File: config.mk
export PLATFORM = sky130hd
export DESIGN_NAME = tdm_osc
export DESIGN_NICKNAME = d
export VERILOG_FILES = /design/src/rtl/tdm_osc_pkg.sv /design/src/rtl/tdm_osc_chanseq.sv /design/src/rtl/tdm_osc_hopbank.sv /design/src/rtl/tdm_osc_phase.sv /design/src/rtl/tdm_osc_wave.sv /design/src/rtl/tdm_osc.sv
export SDC_FILE = /design/constraint.sdc
export NUM_CORES = 1
export LEC_CHECK = 0
export ABC_AREA = 1
export BUFFER_PORTS_ARGS = -buffer_cell sky130_fd_sc_hd__buf_2
export CAP_MARGIN = 20
export CORE_UTILIZATION = 40
export CTS_CLUSTER_SIZE = 40
export DETAILED_ROUTE_END_ITERATION = 7
export SKIP_LAST_GASP = 1
export SLEW_MARGIN = 5
export SYNTH_ARGS = -nofsm -noshare
export SYNTH_HDL_FRONTEND = slang
export SYNTH_SLANG_ARGS = --single-unit
export TNS_END_PERCENT = 5
File: constraint.sdc
create_clock -name clk -period 6.22 [get_ports clk]
set_input_delay 0.311 -clock clk [delete_from_list [all_inputs] [get_ports clk]]
set_output_delay 0.311 -clock clk [all_outputs]
set_load 0.005 [all_outputs]
File: src/rtl/tdm_osc_pkg.sv
`timescale 1ns/1ps
package tdm_osc_pkg;
   localparam int WAVE_W = 12;
   localparam int LUT_AW = 6;

   // first quadrant magnitudes at (i+0.5)/64 of a turn, full scale 2047
   function automatic logic [WAVE_W-2:0] quarter_mag(input logic [3:0] i);
      case (i)
         4'd0:  return 11'd100;
         4'd1:  return 11'd300;
         4'd2:  return 11'd497;
         4'd3:  return 11'd690;
         4'd4:  return 11'd875;
         4'd5:  return 11'd1052;
         4'd6:  return 11'd1219;
         4'd7:  return 11'd1375;
         4'd8:  return 11'd1517;
         4'd9:  return 11'd1644;
         4'd10: return 11'd1756;
         4'd11: return 11'd1850;
         4'd12: return 11'd1927;
         4'd13: return 11'd1986;
         4'd14: return 11'd2025;
         default: return 11'd2045;
      endcase
   endfunction

   function automatic logic signed [WAVE_W-1:0] wave_at(input logic [LUT_AW-1:0] a);
      logic [3:0]        idx;
      logic [WAVE_W-1:0] m;
      idx = a[4] ? ~a[3:0] : a[3:0];
      m   = {1'b0, quarter_mag(idx)};
      return a[5] ? -$signed(m) : $signed(m);
   endfunction
endpackage

File: src/rtl/tdm_osc_chanseq.sv
`timescale 1ns/1ps
module tdm_osc_chanseq #(
   parameter int NUM_CH = 4,
   localparam int CH_W = (NUM_CH > 1) ? $clog2(NUM_CH) : 1
) (
   input  logic            clk,
   input  logic            rst_n,
   input  logic            ce,
   output logic [CH_W-1:0] ch,
   output logic            ch_first,
   output logic            ch_last
);
   localparam logic [CH_W-1:0] LAST_CH = CH_W'(NUM_CH - 1);

   generate
      if (NUM_CH == 1) begin : g_single
         wire unused_single = &{1'b0, clk, rst_n, ce};
         assign ch = '0;
      end else begin : g_multi
         logic [CH_W-1:0] cnt_q;
         always_ff @(posedge clk or negedge rst_n) begin
            if (!rst_n)               cnt_q <= '0;
            else if (ce) begin
               if (cnt_q == LAST_CH)  cnt_q <= '0;
               else                   cnt_q <= cnt_q + 1'b1;
            end
         end
         assign ch = cnt_q;


         chan_wrap_chk: assert property (@(posedge clk) disable iff (!rst_n)
            (ce && ch == LAST_CH) |=> (ch == '0));
      end
   endgenerate

   assign ch_first = (ch == '0);
   assign ch_last  = (ch == LAST_CH);


   chan_range_chk: assert property (@(posedge clk) disable iff (!rst_n)
      ch <= LAST_CH);

   chan_hold_chk: assert property (@(posedge clk) disable iff (!rst_n)
      !ce |=> $stable(ch));
endmodule

File: src/rtl/tdm_osc_hopbank.sv
`timescale 1ns/1ps
module tdm_osc_hopbank #(
   parameter int HOP_N  = 12,
   parameter int HOP_AW = 4,
   parameter int ACC_W  = 16
) (
   input  logic              clk,
   input  logic              rst_n,
   input  logic              we,
   input  logic [HOP_AW-1:0] addr,
   input  logic [ACC_W-1:0]  wdata,
   input  logic [HOP_AW-1:0] sel,
   output logic [ACC_W-1:0]  hop_inc
);
   localparam logic [HOP_AW:0] N_V = (HOP_AW+1)'(HOP_N);

   logic [ACC_W-1:0] bank [HOP_N];
   logic [ACC_W-1:0] rd;

   always_comb begin
      rd = '0;
      for (int i = 0; i < HOP_N; i++)
         if (sel == HOP_AW'(i)) rd = bank[i];
   end

   always_ff @(posedge clk or negedge rst_n) begin
      if (!rst_n) begin
         for (int i = 0; i < HOP_N; i++) bank[i] <= '0;
         hop_inc <= '0;
      end else begin
         hop_inc <= rd;
         for (int i = 0; i < HOP_N; i++)
            if (we && addr == HOP_AW'(i)) bank[i] <= wdata;
      end
   end


   hop_oob_chk: assert property (@(posedge clk) disable iff (!rst_n)
      ({1'b0, sel} >= N_V) |=> (hop_inc == '0));
endmodule

File: src/rtl/tdm_osc_phase.sv
`timescale 1ns/1ps
module tdm_osc_phase #(
   parameter int NUM_CH = 4,
   parameter int ACC_W  = 16,
   parameter int FM_W   = 8,
   parameter int PM_W   = 8,
   parameter int LUT_AW = 6,
   localparam int CH_W  = (NUM_CH > 1) ? $clog2(NUM_CH) : 1
) (
   input  logic              clk,
   input  logic              rst_n,
   input  logic              ce,
   input  logic [CH_W-1:0]   ch,
   input  logic [ACC_W-1:0]  inc_in,
   input  logic [FM_W-1:0]   fm_in,
   input  logic [PM_W-1:0]   pm_in,
   input  logic [ACC_W-1:0]  hop_inc,
   output logic [LUT_AW-1:0] lut_addr
);
   logic [ACC_W-1:0] acc [NUM_CH];
   logic [ACC_W-1:0] fm_ext, pm_ext, step, acc_nxt, ph_full;
   logic [ACC_W-LUT_AW-1:0] frac_unused;

   assign fm_ext      = {{(ACC_W-FM_W){fm_in[FM_W-1]}}, fm_in};
   assign pm_ext      = {pm_in, {(ACC_W-PM_W){1'b0}}};
   assign step        = inc_in + fm_ext + hop_inc;
   assign acc_nxt     = acc[ch] + step;
   assign ph_full     = acc_nxt + pm_ext;
   assign frac_unused = ph_full[ACC_W-LUT_AW-1:0];

   always_ff @(posedge clk or negedge rst_n) begin
      if (!rst_n) begin
         for (int i = 0; i < NUM_CH; i++) acc[i] <= '0;
         lut_addr <= '0;
      end else if (ce) begin
         acc[ch]  <= acc_nxt;
         lut_addr <= ph_full[ACC_W-1 -: LUT_AW];
      end
   end


   phase_hold_chk: assert property (@(posedge clk) disable iff (!rst_n)
      !ce |=> $stable(lut_addr));
endmodule

File: src/rtl/tdm_osc_wave.sv
`timescale 1ns/1ps
module tdm_osc_wave
   import tdm_osc_pkg::*;
(
   input  logic                     clk,
   input  logic                     rst_n,
   input  logic                     ce,
   input  logic [LUT_AW-1:0]        addr,
   output logic signed [WAVE_W-1:0] sin_o,
   output logic signed [WAVE_W-1:0] cos_o
);
   localparam logic [LUT_AW-1:0] QTR = LUT_AW'(1 << (LUT_AW - 2));

   always_ff @(posedge clk or negedge rst_n) begin
      if (!rst_n) begin
         sin_o <= '0;
         cos_o <= '0;
      end else if (ce) begin
         sin_o <= wave_at(addr);
         cos_o <= wave_at(addr + QTR);
      end
   end


   wave_zero_free_chk: assert property (@(posedge clk) disable iff (!rst_n)
      ce |=> (sin_o != '0 && cos_o != '0));
endmodule

File: src/rtl/tdm_osc.sv
`timescale 1ns/1ps
module tdm_osc
   import tdm_osc_pkg::*;
#(
   parameter int NUM_CH = 4,
   parameter int ACC_W  = 16,
   parameter int FM_W   = 8,
   parameter int PM_W   = 8,
   parameter int HOP_N  = 12,
   parameter int HOP_AW = 4
) (
   input  logic                     clk,
   input  logic                     rst_n,
   input  logic                     ce,
   input  logic [ACC_W-1:0]         inc_in,
   input  logic [FM_W-1:0]          fm_in,
   input  logic [PM_W-1:0]          pm_in,
   input  logic                     hop_we,
   input  logic [HOP_AW-1:0]        hop_addr,
   input  logic [ACC_W-1:0]         hop_wdata,
   input  logic [HOP_AW-1:0]        hop_sel,
   output logic signed [WAVE_W-1:0] sin_out,
   output logic signed [WAVE_W-1:0] cos_out,
   output logic                     out_valid,
   output logic                     out_sop,
   output logic                     out_eop
);
   localparam int CH_W = (NUM_CH > 1) ? $clog2(NUM_CH) : 1;

   generate
      if (NUM_CH < 1 || NUM_CH > 8) begin : g_bad_ch
         $error("tdm_osc: NUM_CH must lie in 1..8");
      end
      if (HOP_N < 1 || HOP_N > 16 || HOP_N > (1 << HOP_AW)) begin : g_bad_hop
         $error("tdm_osc: HOP_N must lie in 1..16 and fit HOP_AW");
      end
      if (FM_W >= ACC_W || PM_W >= ACC_W || ACC_W <= LUT_AW) begin : g_bad_w
         $error("tdm_osc: modulation widths must be below ACC_W");
      end
   endgenerate

   logic [CH_W-1:0]   ch;
   logic              ch_first, ch_last;
   logic [ACC_W-1:0]  hop_inc;
   logic [LUT_AW-1:0] lut_addr;
   logic              vld1, sop1, eop1;

   tdm_osc_chanseq #(.NUM_CH(NUM_CH)) u_seq (
      .clk(clk), .rst_n(rst_n), .ce(ce),
      .ch(ch), .ch_first(ch_first), .ch_last(ch_last));

   tdm_osc_hopbank #(.HOP_N(HOP_N), .HOP_AW(HOP_AW), .ACC_W(ACC_W)) u_hop (
      .clk(clk), .rst_n(rst_n), .we(hop_we), .addr(hop_addr),
      .wdata(hop_wdata), .sel(hop_sel), .hop_inc(hop_inc));

   tdm_osc_phase #(.NUM_CH(NUM_CH), .ACC_W(ACC_W), .FM_W(FM_W),
                   .PM_W(PM_W), .LUT_AW(LUT_AW)) u_phase (
      .clk(clk), .rst_n(rst_n), .ce(ce), .ch(ch), .inc_in(inc_in),
      .fm_in(fm_in), .pm_in(pm_in), .hop_inc(hop_inc), .lut_addr(lut_addr));

   tdm_osc_wave u_wave (
      .clk(clk), .rst_n(rst_n), .ce(ce), .addr(lut_addr),
      .sin_o(sin_out), .cos_o(cos_out));

   always_ff @(posedge clk or negedge rst_n) begin
      if (!rst_n) begin
         vld1 <= 1'b0; sop1 <= 1'b0; eop1 <= 1'b0;
         out_valid <= 1'b0; out_sop <= 1'b0; out_eop <= 1'b0;
      end else if (ce) begin
         vld1      <= 1'b1;
         sop1      <= ch_first;
         eop1      <= ch_last;
         out_valid <= vld1;
         out_sop   <= sop1;
         out_eop   <= eop1;
      end
   end


   valid_sticky_chk: assert property (@(posedge clk) disable iff (!rst_n)
      out_valid |=> out_valid);

   sop_needs_valid_chk: assert property (@(posedge clk) disable iff (!rst_n)
      out_sop |-> out_valid);

   eop_needs_valid_chk: assert property (@(posedge clk) disable iff (!rst_n)
      out_eop |-> out_valid);

   sop_spacing_chk: assert property (@(posedge clk) disable iff (!rst_n)
      (NUM_CH > 1 && ce && out_sop) |=> !out_sop);

   out_hold_chk: assert property (@(posedge clk) disable iff (!rst_n)
      !ce |=> ($stable(sin_out) && $stable(cos_out) && $stable(out_valid)
               && $stable(out_sop) && $stable(out_eop)));
endmodule

Word-level counts from Yosys, hierarchy flattened

Memories as Yosys holds them, arrays and structs flattened.
Cells that the tools add are included.

Register bits after elaboration: 310
ROM bits: 352
Output and inout port bits: 27
Logic and storage cells: 106
Memories: 2

$add $sub $neg: 8
Order comparisons: 2
Eq/ne operators: 23
Multiplexer cells: 25
Bitwise operators: 3
Reductions and logical operators: 16

Memory list:

| name             | words | bits a word | read ports | clocked after memory_dff | wr ports | RTL line         | RTL |
|---|---|---|---|---|---|---|---|
| (name not given) | 16    | 11          | 1          | 0                        | 0        | tdm_osc_pkg.sv:8 | `case (i)` |
| (name not given) | 16    | 11          | 1          | 0                        | 0        | tdm_osc_pkg.sv:8 |  |

Operators by type and width:

| cell                | count |
|---|---|
| $mux 16             | 15 |
| $add 16x16->16      | 4 |
| $bwmux 64           | 1 |
| $bmux 16 s2         | 1 |
| $demux 16 s2        | 1 |
| $eq 4x3->1 const B  | 8 |
| $eq 4x4->1 const B  | 8 |
| $mux 12             | 2 |
| $neg 11->12         | 2 |
| $mux 11             | 2 |
| $eq 4x2->1 const B  | 4 |
| $logic_and 1x1->1   | 13 |
| $eq 4x1->1 const B  | 2 |
| $logic_not 4->1     | 2 |
| $mux 4              | 2 |
| $not 4->4           | 2 |
| $add 6x5->6 const B | 1 |
| $ge 3x3->1 const B  | 1 |
| $lt 3x1->1 const B  | 1 |
| $not 2->3           | 1 |
| $add 2x1->2 const B | 1 |
| $eq 2x2->1 const B  | 1 |
| $logic_not 2->1     | 1 |
| $mux 2              | 1 |

Depth between registers and ports, before layout

Word-level depth: 13
Depth in mapped cells: 30
Mapped depth without buffers: 27

Cells and area by module

Synthesis repeated with hierarchy kept, for this count alone.

Cell total of the unflattened synthesis: 2057
Area total of the unflattened synthesis: 16453.3 um^2

By module, submodules not included:

| module          | times used | cells an instance | area an instance (um^2) | seq. area each (um^2) |
|---|---|---|---|---|
| tdm_osc_hopbank | 1          | 1076              | 8971.1                  | 5205.0 |
| tdm_osc_phase   | 1          | 606               | 4902.2                  | 1751.7 |
| tdm_osc_wave    | 1          | 339               | 2253.4                  | 600.6 |
| tdm_osc         | 1          | 23                | 216.5                   | 150.1 |
| tdm_osc_chanseq | 1          | 13                | 110.1                   | 50.0 |

Worst setup path after synthesis

Ideal clock, no wire load.

Path kind: flip-flop to flip-flop
From: register u_seq.g_multi.cnt_q[0] (netlist: u_seq.ch[0])
To: register u_phase.lut_addr[3]
Arrival: 4.483 ns
Data required time: 6.102 ns
Setup slack: 1.619 ns
Stages on the path, launching flop included: 28
Cells stage by stage: dfrtp_1 clkbuf_1 inv_1 clkbuf_1 clkbuf_1 nand2_1 a32o_1 fa_1 inv_1 ha_1 nand2_1 nor2_1 nand3_1 nand2_1 nand2_1 nand2_1 a21oi_1 or2_2 nand2_1 inv_1 ha_1 a21oi_1 nor2_1 nor2_1 nand2_1 or2_2 nand3_1 nand2_1

Cells in the longest elaborated chain, start to end: 6

Ends and longest elaborated chain:

| element                                    | RTL line              | RTL |
|---|---|---|
| from (decl)                                | tdm_osc_chanseq.sv:20 | `logic [CH_W-1:0] cnt_q;` |
| from (signal assigned)                     | tdm_osc_chanseq.sv:25 | `else cnt_q <= cnt_q + 1'b1;` |
| $not 2->3 (implied by the code)            | tdm_osc_phase.sv:27   | `assign acc_nxt = acc[ch] + step;` |
| $bmux 16 s2                                | tdm_osc_phase.sv:27   |  |
| $mux 16 (implied by the code) (2 in a row) | tdm_osc_phase.sv:27   |  |
| $add 16x16->16                             | tdm_osc_phase.sv:27   |  |
| via u_phase.acc_nxt[10]                    | tdm_osc_phase.sv:21   | `logic [ACC_W-1:0] fm_ext, pm_ext, step, acc_nxt, ph_full;` |
| $add 16x16->16                             | tdm_osc_phase.sv:28   | `assign ph_full = acc_nxt + pm_ext;` |
| to (signal assigned)                       | tdm_osc_phase.sv:37   | `lut_addr <= ph_full[ACC_W-1 -: LUT_AW];` |
| to (decl)                                  | tdm_osc_phase.sv:18   | `output logic [LUT_AW-1:0] lut_addr` |

The timed path passes the listed nets, and every way through them passes these cells. The select of a mux whose other input is x is not followed.
A chain may end at the register's enable or synchronous reset.

Worst setup path in the final report

From: register u_seq.g_multi.cnt_q[1] (netlist: u_seq.ch[1])
To: register u_phase.lut_addr[3]

Same word-level chain as after synthesis.

==> flow_metrics.tcl <==
set metrics [dict create \
    p_leak_nw 8.99 \
    p_int_mw 5.86 \
    hold_class "in -> reg" \
    critPathRequiredTime_ns 6.65 \
    max-slew-margin-rel 0.307 \
    timing_max_transition_violations_final 0 \
    startpoint_type "register" \
    grt_max_degree 185 \
    syn_avg_cell_area_um2 8.07 \
    filler_cell_count 3834 \
    clkPwrFrac 0.206 \
    reg2reg_from "u_seq.ch[1]$_DFFE_PN0P_" \
    dpl.cell_count 2479 \
    clock_insertion_delay_worst_skew_ns 0.55 \
    placed_area_um2 16700 \
    globalRoute.totalOverflow 0 \
    count_of_mapped_cells_out_of_synthesis 1962 \
    cts_buffers 37 \
    skew_ns 0.0195 \
    syn_to_final_growth_pct 14.2 \
    wl_met2_um 18900 \
    final_cells 2561 \
    synth_edf_count 0 \
    final_net_count 2142 \
    grt_pass1_wl_um 66100 \
    critical_path_peak_fanout 29 \
    start_util 0.408 \
    p_per_area_nw_per_um2 581 \
    ff2ff_path_depth 24 \
    antenna_cells_inserted 0 \
    cts.sink_count 310 \
    detailed_route_via_count 13000 \
    hold_viol 0 \
    critical_path.max_stage_delay_ns 0.53 \
    unrepaired_setup_endpoints_after_global_routing "no" \
    critical_path.most_common_cell "nand2_1" \
    end_kind "register" \
    hold_path_startpoint "hop_wdata[0]" \
    finish.instance_area_um2 18100 \
    core-area_um2 38800 \
    comb_power_share 0.509 \
    syn-num-nets 2087 \
    via_count_of_the_first_global_routing_pass 12600 \
    finalSetupViolCount 0 \
    clkSlewWorstSetupHoldPaths_ns 0.06 \
    dr.max_layer_used "met4" \
    postCtsSetupRepairBufs 0 \
    wire_length_on_met3_um 1530 \
    hold_depth 3 \
    grt_util_all_layers 0.202 \
    grt_antenna_before_repair 0 \
    path_class "reg -> reg" \
    p_sw_mw 4.64 \
    multi_input_area_um2 6970 \
    dp_hpwl_um 27900 \
    buffer_ports.inserted 86 \
    die_area_um2 40400 \
    max_cap_violations 0 \
    synth.distinct_cells 40 \
    fp.dieH_um 201 \
    hold_end "u_hop.bank[32]$_DFFE_PN0P_" \
    synth-seq-cells 310 \
    synth.yosys.warnings 0 \
    htree_num_levels 2 \
    register_area_um2 7760 \
    ys_dominant_reg_cell "dfrtp_1" \
    r2r-end "u_phase.lut_addr[3]$_DFFE_PN0P_" \
    setup-tns-final_ns 0 \
    fp-row-count 72 \
    switching_share 0.442 \
    timing.final.crit_share 0.771 \
    cts_root_buffer "clkbuf_16" \
    viasPerCell 5.07 \
    achievable-frequency_mhz 209 \
    drt_iter0_markers 922 \
    irDropWorstVdd_v 0.000289 \
    detail_route.drc_violations 0 \
    r2r_setup_slack_ns 1.43 \
    part_of_the_power_in_registers 0.285 \
    critical-path-slowest-cell "fa_1" \
    outcome "complete, no violations" \
    netlist_area_um2 15800 \
    met1_length_um 18300 \
    drtAntennaViolNets 0 \
    firstDrtPassIters 5 \
    post_route_cells_drive_above_1_share 0.0964 \
    max-clock-path-buffers 3 \
    wl_um 39700 \
    timing.final.crit_period_ns 4.79 \
    routed_wire_length_per_instance_um 15.5 \
    cts_tree "built" \
    num_io_pins 87 \
    worst-slew-pin-transition_ns 1.04 \
    gp_routability_congestion 0.889 \
    synth_seq_area_share 0.490 \
    die_width_um 201 \
    asyncSetResetFlopFracSynth 1.00 \
    path_cells "inv_2 > a21oi_1 > a32o_1 > fa_1 > inv_1 > ha_1 > nand2_1 > nor2_1 > nand3_1 > nand2_1 > nand2_1 > nand2_1 > a21oi_1 > or2_2 > nand2_1 > inv_1 > ha_1 > a21oi_1 > nor2_1 > nor2_1 > nand2_1 > or2_2 > nand3_1 > nand2_1" \
    critPathArrivalTime_ns 5.23 \
]
## flip-flops by register name, summed over array words and instances, names as in the netlist
register / count
u_wave.sin_o: 12
u_seq.ch: 2
out_valid: 1
out_eop: 1
u_phase.acc: 64
u_wave.cos_o: 12
sop1: 1
eop1: 1
u_phase.lut_addr: 6
u_hop.hop_inc: 16
vld1: 1
u_hop.bank: 192
out_sop: 1
## metrics by stage
step | power, mW | hold slack [ns] | util | setup WS [ns]
final | 10.5 | 0.0276 | 0.465 | 1.43
after global routing | 11.5 | 0.0289 | 0.465 | 1.07
after CTS | 10.5 | 0.00249 | 0.464 | 1.46
after detailed placement | 8.32 | 0.451 | 0.429 | 1.48
after global placement | 8.17 | 0.451 | 0.429 | 1.60
after floorplan | 6.95 | 0.0154 | - | 1.62
## power by group through the flow
stage          combinational [mW]  sequential (mW)  clock, mW
2_1_floorplan                4.03             2.92          0
3_3_place_gp                 5.16             3.01          0
3_5_place_dp                 5.31             3.02          0
4_1_cts                      5.34             2.99       2.22
5_1_grt                      6.11             3.07       2.30
6_report                     5.34             2.99       2.17
## layer usage
metal  vias up  track usage
li1       6425            -
met1      6184        0.273
met2       305        0.337
met3        75       0.0266
met4         0       0.0660
met5         -            0
## worst max-delay path by stage
stage | endpoint | cells past startpoint | start
2_1_floorplan | u_phase.lut_addr[3]$_DFFE_PN0P_ | 27 | u_seq.ch[0]$_DFFE_PN0P_
3_3_place_gp | u_phase.lut_addr[3]$_DFFE_PN0P_ | 24 | fm_in[7]
3_5_place_dp | u_phase.lut_addr[3]$_DFFE_PN0P_ | 24 | u_seq.ch[1]$_DFFE_PN0P_
4_1_cts | u_phase.lut_addr[3]$_DFFE_PN0P_ | 24 | u_seq.ch[1]$_DFFE_PN0P_
5_1_grt | u_phase.lut_addr[3]$_DFFE_PN0P_ | 24 | u_seq.ch[1]$_DFFE_PN0P_
6_report | u_phase.lut_addr[3]$_DFFE_PN0P_ | 24 | u_seq.ch[1]$_DFFE_PN0P_
## worst max-delay path: cells and delay by family, from the launching register on
family / cells / cell delay (ns)
adders and majority gates: 3 / 1.19
and+or+nand+nor: 14 / 1.84
buffers and inverters: 3 / 0.55
DFF: 1 / 0.47
AOI/OAI and AO/OA: 4 / 0.61
## synth_stat cells (all sizes together) (6+ instances only)
cell	number	area, um^2
or2	9	56.3
nand3	125	626
nand2	586	2210
ha	35	438
o21ai	280	1420
buf	10	61.3
clkbuf	95	357
dfrtp	310	7760
o22ai	6	37.5
fa	30	601
nand4	22	138
a21oi	89	445
inv	185	694
a32o	10	100
nor2	118	445
xor2	12	120
xnor2	13	121
## layout make-up
| class | count | share of cell area |
|---|---|---|
| sequential | 310 | 0.429 |
| multi-input combinational | 1360 | 0.386 |
| clock buffer | 54 | 0.0604 |
| timing repair buffer | 121 | 0.0427 |
| inverter | 187 | 0.0388 |
| tap | 518 | 0.0359 |
| clock inverter | 11 | 0.00741 |
## logic make-up (layout without fill, tap and decap cells)
group	count (synthesis)	count (layout)	synth area share
AOI/OAI and AO/OA	398	398	0.134
xor gates and xnor gates	25	25	0.0153
adders and majority gates	65	65	0.0656
buffers and inverters	292	373	0.0708
DFF	310	310	0.490
and+or+nand+nor	872	872	0.224
## timing repair
action,CTS,global route
resized for setup,0,0
hold endpoints to repair,137,0
hold buffers,12,0
## layout by cell type (no fill, tap or decap), drive strengths merged, types with 22 or more instances in the layout
| cell type | count |
|---|---|
| a21oi | 89 |
| buf | 109 |
| clkbuf | 54 |
| dfrtp | 310 |
| fa | 30 |
| ha | 35 |
| inv | 186 |
| nand2 | 586 |
| nand3 | 125 |
| nand4 | 22 |
| nor2 | 118 |
| o21ai | 280 |
No activity file was read; power rests on OpenSTA's default activity.
